--- config.mk ---
export PLATFORM = sky130hd
export DESIGN_NAME = fxp_mul_q133
export DESIGN_NICKNAME = d
export VERILOG_FILES = /design/src/rtl/fxm_pkg.sv /design/src/rtl/fxm_ctrl.sv /design/src/rtl/fxm_datapath.sv /design/src/rtl/fxp_mul_q133.sv
export SDC_FILE = /design/constraint.sdc
export NUM_CORES = 2
export LEC_CHECK = 0
export BUFFER_PORTS_ARGS = -buffer_cell sky130_fd_sc_hd__buf_2
export CORE_UTILIZATION = 26
export DETAILED_ROUTE_END_ITERATION = 6
export PLACE_DENSITY_LB_ADDON = 0.1
export SYNTH_ARGS = -nofsm -noshare
export SYNTH_HDL_FRONTEND = slang
export SYNTH_HIERARCHICAL = 1
export SYNTH_SLANG_ARGS = --single-unit
--- constraint.sdc ---
create_clock -name clk -period 11.2 [get_ports clk]
set_input_delay 1.68 -clock clk [delete_from_list [all_inputs] [get_ports clk]]
set_output_delay 1.68 -clock clk [all_outputs]
set_load 0.02 [all_outputs]
--- src/rtl/fxm_pkg.sv ---
package fxm_pkg;

  // Per-stage load strobes handed from the control to the datapath
  typedef struct packed {
    logic ldProd;   // capture the four partial products
    logic ldSum;    // capture the recombined wide product
    logic ldOut;    // capture the rounded and clamped result
  } fxmStrobe_t;

endpackage

--- src/rtl/fxm_ctrl.sv ---
module fxm_ctrl
  import fxm_pkg::*;
(
  input  logic       clk,
  input  logic       rst,
  input  logic       inValid,
  output fxmStrobe_t stb,
  output logic       outValid
);

  localparam int STAGES = 3;

  logic [STAGES-1:0] vPipe;

  always_ff @(posedge clk) begin
    if (rst) vPipe <= '0;
    else     vPipe <= {vPipe[STAGES-2:0], inValid};
  end

  assign stb.ldProd = inValid;
  assign stb.ldSum  = vPipe[0];
  assign stb.ldOut  = vPipe[1];
  assign outValid   = vPipe[STAGES-1];

  // Edges seen since reset release, saturating, for the delay check
  logic [1:0] warmCnt;
  always_ff @(posedge clk) begin
    if (rst)                 warmCnt <= '0;
    else if (warmCnt != 2'd3) warmCnt <= warmCnt + 2'd1;
  end

  // output strobe is the input strobe three edges late
  a_r2_valid_delay: assert property (@(posedge clk) disable iff (rst || warmCnt != 2'd3)
    outValid == $past(inValid, 3));

  // a sampled reset empties the pipeline
  a_r9_reset_clears: assert property (@(posedge clk)
    rst |=> !outValid);

endmodule

--- src/rtl/fxm_datapath.sv ---
module fxm_datapath
  import fxm_pkg::*;
#(
  parameter int DATA_W = 35,
  parameter int FRAC_W = 33,
  parameter int PRIM_W = 18
) (
  input  logic              clk,
  input  logic              rst,
  input  fxmStrobe_t        stb,
  input  logic [DATA_W-1:0] opA,
  input  logic [DATA_W-1:0] opB,
  output logic [DATA_W-1:0] result,
  output logic              ovf
);

  localparam int LO_W   = DATA_W - PRIM_W;      // unsigned low slice width
  localparam int PP_W   = 2 * PRIM_W;           // one primitive product
  localparam int NPP    = 4;
  localparam int PROD_W = 2 * DATA_W;           // exact product width
  localparam int RES_W  = PROD_W - FRAC_W;      // width after rescale
  localparam int GUARD  = RES_W - DATA_W + 1;   // bits that must agree
  localparam logic [PROD_W-1:0] ROUND_K = {{(PROD_W-1){1'b0}}, 1'b1} << (FRAC_W - 1);
  localparam logic [DATA_W-1:0] MAX_CODE = {1'b0, {(DATA_W-1){1'b1}}};
  localparam logic [DATA_W-1:0] MIN_CODE = {1'b1, {(DATA_W-1){1'b0}}};

  // Operand slices: index 0 = low (zero-extended), index 1 = high (signed)
  logic [1:0][PRIM_W-1:0] aPart, bPart;
  assign aPart[0] = {{(PRIM_W-LO_W){1'b0}}, opA[LO_W-1:0]};
  assign aPart[1] = opA[DATA_W-1:LO_W];
  assign bPart[0] = {{(PRIM_W-LO_W){1'b0}}, opB[LO_W-1:0]};
  assign bPart[1] = opB[DATA_W-1:LO_W];

  // Four signed 18x18 primitive multiplies; entry = 2*aIndex + bIndex
  logic [NPP-1:0][PP_W-1:0] ppNext, ppQ;
  generate
    for (genvar gi = 0; gi < 2; gi++) begin : g_aSlice
      for (genvar gj = 0; gj < 2; gj++) begin : g_bSlice
        assign ppNext[2*gi+gj] = PP_W'(
          $signed({{PRIM_W{aPart[gi][PRIM_W-1]}}, aPart[gi]}) *
          $signed({{PRIM_W{bPart[gj][PRIM_W-1]}}, bPart[gj]}));
      end
    end
  endgenerate

  always_ff @(posedge clk) begin
    if (stb.ldProd) ppQ <= ppNext;
  end

  function automatic logic [PROD_W-1:0] widen(input logic [PP_W-1:0] v);
    return {{(PROD_W-PP_W){v[PP_W-1]}}, v};
  endfunction

  // Recombine: HH<<2L + (HL+LH)<<L + LL
  logic [PROD_W-1:0] crossSum, prodFull, sumQ;
  assign crossSum = widen(ppQ[1]) + widen(ppQ[2]);
  assign prodFull = (widen(ppQ[3]) << (2 * LO_W)) + (crossSum << LO_W) + widen(ppQ[0]);

  always_ff @(posedge clk) begin
    if (stb.ldSum) sumQ <= prodFull;
  end

  // Round half up, drop the extra fraction bits, clamp
  logic [PROD_W-1:0] rounded;
  logic [RES_W-1:0]  scaled;
  logic [GUARD-1:0]  guardBits;
  logic              inRange;
  logic [DATA_W-1:0] satCode;

  assign rounded   = sumQ + ROUND_K;
  assign scaled    = RES_W'(rounded >> FRAC_W);
  assign guardBits = scaled[RES_W-1:DATA_W-1];
  assign inRange   = (&guardBits) | ~(|guardBits);
  assign satCode   = scaled[RES_W-1] ? MIN_CODE : MAX_CODE;

  logic [DATA_W-1:0] resQ;
  logic              ovfQ;

  always_ff @(posedge clk) begin
    if (stb.ldOut) resQ <= inRange ? scaled[DATA_W-1:0] : satCode;
  end

  always_ff @(posedge clk) begin
    if (rst) ovfQ <= 1'b0;
    else     ovfQ <= stb.ldOut & ~inRange;
  end

  assign result = resQ;
  assign ovf    = ovfQ;

  // a flagged result sits on one of the two end codes
  a_r5_sat_code: assert property (@(posedge clk) disable iff (rst)
    ovf |-> (result == MAX_CODE || result == MIN_CODE));

endmodule

--- src/rtl/fxp_mul_q133.sv ---
module fxp_mul_q133
  import fxm_pkg::*;
#(
  parameter int DATA_W = 35,
  parameter int FRAC_W = 33,
  parameter int PRIM_W = 18
) (
  input  logic              clk,
  input  logic              rst,
  input  logic              inValid,
  input  logic [DATA_W-1:0] opA,
  input  logic [DATA_W-1:0] opB,
  output logic              outValid,
  output logic [DATA_W-1:0] result,
  output logic              ovf
);

  fxmStrobe_t stb;

  fxm_ctrl ctrl_i (
    .clk      (clk),
    .rst      (rst),
    .inValid  (inValid),
    .stb      (stb),
    .outValid (outValid)
  );

  fxm_datapath #(
    .DATA_W (DATA_W),
    .FRAC_W (FRAC_W),
    .PRIM_W (PRIM_W)
  ) dp_i (
    .clk    (clk),
    .rst    (rst),
    .stb    (stb),
    .opA    (opA),
    .opB    (opB),
    .result (result),
    .ovf    (ovf)
  );

  // the flag never stands on a cycle without a result
  a_r8_ovf_needs_valid: assert property (@(posedge clk) disable iff (rst)
    ovf |-> outValid);

endmodule

After elaboration in Yosys (flattened, before gate mapping)
Index checks and enable logic that the tools add are counted.
- register bits: 253
- input bits: 73
- output and inout port bits: 37
- word-level logic and storage cells: 24
- $add $sub $neg: 4
- multipliers: 4
- mux-type cells: 2
- bitwise operators: 4
- reductions and logical operators: 2
- operator list (kind ; count):
    $add A70 B70 Y70 ; 2
    $mul A18 B18 Y36 ; 3
    $add A70 B33 Y70 const B ; 1
    $mux W35 ; 2
    $add A36 B36 Y37 ; 1
    $mul A17 B17 Y34 ; 1
    $reduce_and A3 Y1 ; 1
    $reduce_or A3 Y1 ; 1
    $not A1 Y1 ; 2
    $and A1 B1 Y1 ; 1
    $or A1 B1 Y1 ; 1

Depth between registers and ports, before layout
- depth in word-level cells: 6
- depth in mapped cells: 27
- depth with buffers taken out: 25

Hierarchy
The synthesis kept the hierarchy.
- by module, submodules not included (module ; times used ; cells an instance ; area each (sq um) ; seq. area each (sq um)):
    fxm_datapath ; 1 ; 5682 ; 53208.5 ; 5965.7
    fxm_ctrl ; 1 ; 7 ; 86.3 ; 60.1

Worst setup path before layout
OpenSTA, ideal clock, no wires.
- path kind: input-to-reg
- start point: in opB[2]
- end point: reg dp_i/ppQ[32] (netlist name), data pin
- library setup time: 0.258 ns
- arrival: 7.594 ns
- data required time: 10.942 ns
- setup slack: 3.349 ns
- cell stages on the path: 23
- path buffers: 2
- cell sequence: clkbuf_1 clkbuf_1 nand2_1 fa_1 fa_1 fa_1 inv_1 fa_1 fa_1 inv_1 fa_1 inv_1 ha_1 a21o_1 a21o_1 a21oi_1 o21ai_0 o2111a_1 o31ai_1 a311oi_1 or3_1 a21oi_1 xnor2_1
- RTL lines (item ; line ; text):
    start: declaration ; fxp_mul_q133.sv:12 ; input logic [DATA_W-1:0] opB,
    end signal: assignment ; fxm_datapath.sv:47 ; if (stb.ldProd) ppQ <= ppNext;
    end: declaration ; fxm_datapath.sv:35 ; logic [NPP-1:0][PP_W-1:0] ppNext, ppQ;

==> results by group <==
Setup path
  – CP required: between 10000 and 15000 ps
  – RR Startpoint: dp_i/ppQ[36]$_DFFE_PP_
  – CP top delay family: adder cells
  – CP max-delay cell: fa_1
  – Crit path cell chain: buf_2, buf_4, and2_1, fa_1, inv_1, fa_1, fa_1, inv_1, fa_1, fa_1, inv_1, fa_1, inv_1, ha_1, nand3_1, nor2_1, o21ai_0, a21oi_1, o41ai_2, o211ai_1, a31oi_1, o31ai_1, mux2i_1, nand4_1
  – Critical Path Max Stage Delay: 520 ps
  – Critical path launch point type: primary input
  – Crit path kind: primary input to register
  – Arr. time, crit path: 8870 ps
  – Crit Path Max Fanout: 20
  – Crit path top cell by count: fa_1
  – Crit path buffers/inverters: 6
  – Critical Path Sink Type: register
  – Worst Setup SP: opA[24]
  – FF-to-FF setup slack: 3750 ps

Route
  – Drt pass-1 iters: 5
  – Antenna-violating nets left: 0
  – Wirelength per Cell: ~20 um
  – Total wire length: around 160 mm
  – Drt drc: 0
  – Iter 0 DRT Violations: 1601
  – Routed vias/inst: between 4 and 5
  – Vias: 36500

Timing
  – Fin Clk Skew: 17.2 ps
  – Slew Limit Fails: 0
  – Min Tclk post-route: approximately 8500 ps
  – # setup viols final: 0
  – Final setup TNS: 0 ps
  – Final Hold Vio Count: 0
  – Fmax: between 0.1 and 0.15 GHz
  – RSZ-0062 raised after global routing: false
  – Slew @ Worst Pin: ~1100 ps
  – Final Cycle Share: 76.3%
  – Max_slew headroom: 27.3%

Clocking
  – Post-CTS setup buffers: 0
  – CTS H-tree depth: 1
  – CTS max path bufs: 3
  – Root Driver: clkbuf_16
  – CTS clock-pin slew for the worst setup and hold paths: 60 ps
  – CTS tree: done
  – Post-cts resize count: 0
  – Worst-Skew Late Latency: 640 ps
  – Hold_buf cts: 0
  – CTS Sinks: between 200 and 250
  – CTS Buf Count: 31

Floorplanning
  – Chip width: about 450 um
  – Die height: 455 um
  – Top-level I/O count: between 100 and 150
  – Row cnt: 165
  – Die area: 207000 um2
  – Core box area: 203000 um2
  – Starting Density: 26.3%

Yosys
  – Post-Syn Area: 53300 um2
  – Post-synth EDFFs: around 200
  – Sequential-to-total area share from yosys stat: 11.3%
  – FF+latch count, synth: 202
  – Main synth FF type: edfxtp_1
  – Netlist cell types: 67
  – Syn_area_per_cell: 9.37 um2
  – Synth Instances: 5689
  – Ys async rst share: 0%
  – Synth warn: 6
  – Synthesized net count: 7373

Global routing
  – Total grt overflow: 0
  – Total track usage: 16.5%
  – First-pass GRT wire length: 257 mm
  – Largest net degree at the start of global routing: 74
  – Vias in the first global route: 40800
  – Initial antenna violation count: 20

Finish
  – Area Growth Syn to Fin: 8.43%
  – Layout Nets: 7331
  – Layout cells sized above 1: 4.28%

Min path
  – Worst hold path class: register to register
  – Hold Startpoint: dp_i/sumQ[54]$_DFFE_PP_

Job
  – Max_cap viols: 0

Placed design
  – Buffers added on ports: 109
  – DP HPWL: 134 mm
  – Final Wtd Congestion: between 0.7 and 0.8

Status
  – Status: finished, final reports clean
## state kept, by name, summed over array words and instances (netlist names)
signal and count:
dp_i/ppQ 125, dp_i/sumQ 38, dp_i/result 35, ctrl_i/vPipe 3, dp_i/ovf 1
## synth_stat cells, types with 30 or more instances
master / count / share of area (%)
nor2_1: 154 / 1.1
nand2_1: 709 / 5.0
ha_1: 508 / 12
nand3_1: 37 / 0.35
inv_1: 1306 / 9.2
xnor2_1: 142 / 2.3
o21a_1: 33 / 0.46
xor2_1: 67 / 1.1
clkbuf_1: 240 / 1.7
o21ai_0: 94 / 0.88
edfxtp_1: 198 / 11
nor3_1: 46 / 0.43
a21o_1: 73 / 1.0
and3_1: 30 / 0.35
and2_1: 578 / 6.8
a21oi_1: 123 / 1.2
fa_1: 1103 / 41
## cells by family after synthesis
| logic type | share of synthesized area [%] |
|---|---|
| flops | 11.3 |
| mux | 0.0188 |
| fa+ha+maj | 53.4 |
| xor+xnor | 3.43 |
| buf+inv | 10.9 |
| simple gates | 15.3 |
| compound gates | 5.70 |
## per-stage QoR
stage	setup slack [ps]	hold slack, ps	util (%)	cell area (um2)	cells
final	2650	675	28.5	57800	8346
after detailed placement	1990	672	28.0	56700	8286
after CTS	2640	691	28.5	57800	8343
after global placement	1980	658	28.0	56700	8286
after floorplan	3350	607	-	53300	5689
after global routing	2260	733	28.5	57800	8345
## worst reg2reg max path, stage by stage, from the launching register on
cell,delay [ps]
edfxtp_1,360
ha_1,230
fa_1,440
a211oi_1,250
nor2_1,130
o311ai_0,460
buf_4,230
nand2_1,60
a31oi_1,500
a311oi_1,210
a211oi_1,470
a211o_1,200
a31o_2,500
ha_1,420
a21o_1,170
a21o_1,170
a21oi_1,170
o21ai_0,190
a31o_2,300
a221oi_1,650
a311oi_4,260
a311oi_2,340
xor2_1,280
xnor2_1,150
## metal layers
metal / wire length (um) / vias up / track usage [%]
li1: - / 17100 / -
met1: 80700 / 18900 / 23.5
met2: 78400 / 395 / 28.2
met3: 3850 / 81 / 1.31
met4: 1380 / 18 / 1.45
met5: 121 / - / 0
## cell type report
class / instances / area, um2
Fill cell: 21700 / 145000
Multi-Input combinational cell: 3939 / 41500
Sequential cell: 202 / 6030
Inverter: 1306 / 4900
Tap cell: 2672 / 3340
Timing Repair Buffer: 167 / 1000
Clock buffer: 31 / 776
Clock inverter: 26 / 272
Antenna cell: 3 / 7.51
## worst paths after layout
| path | end | depth (start not counted) |
|---|---|---|
| worst min register to register | dp_i/result[21]$_DFFE_PP_ | 2 |
| worst min-delay path | dp_i/result[21]$_DFFE_PP_ | 2 |
| worst max register to register | dp_i/sumQ[69]$_DFFE_PP_ | 23 |
| worst max-delay path | dp_i/ppQ[107]$_DFFE_PP_ | 24 |
## layout by cell type (no fill, tap or decap), types with 5 or more instances in the layout
master        n
inv_1      1306
fa_1       1103
nand2_1     709
and2_1      578
ha_1        508
edfxtp_1    198
nor2_1      154
xnor2_1     142
a21oi_1     123
buf_2       108
o21ai_0      94
a21o_1       73
xor2_1       67
buf_4        57
nor3_1       46
nand3_1      37
o21a_1       33
clkbuf_16    31
and3_1       30
nand2b_1     25
o21bai_1     23
nor2b_1      18
a211oi_1     18
nand4_1      18
a31oi_1      15
o211ai_1     14
clkinv_2     11
or3_1        11
and4_1        8
o31ai_1       8
nor3b_1       6
a21boi_0      6
inv_6         5
o41ai_1       5
or2_2         5
Power is left out: the tool's default activity adds up to more than one toggle a clock period on the data nets, which glitch-free logic cannot reach.
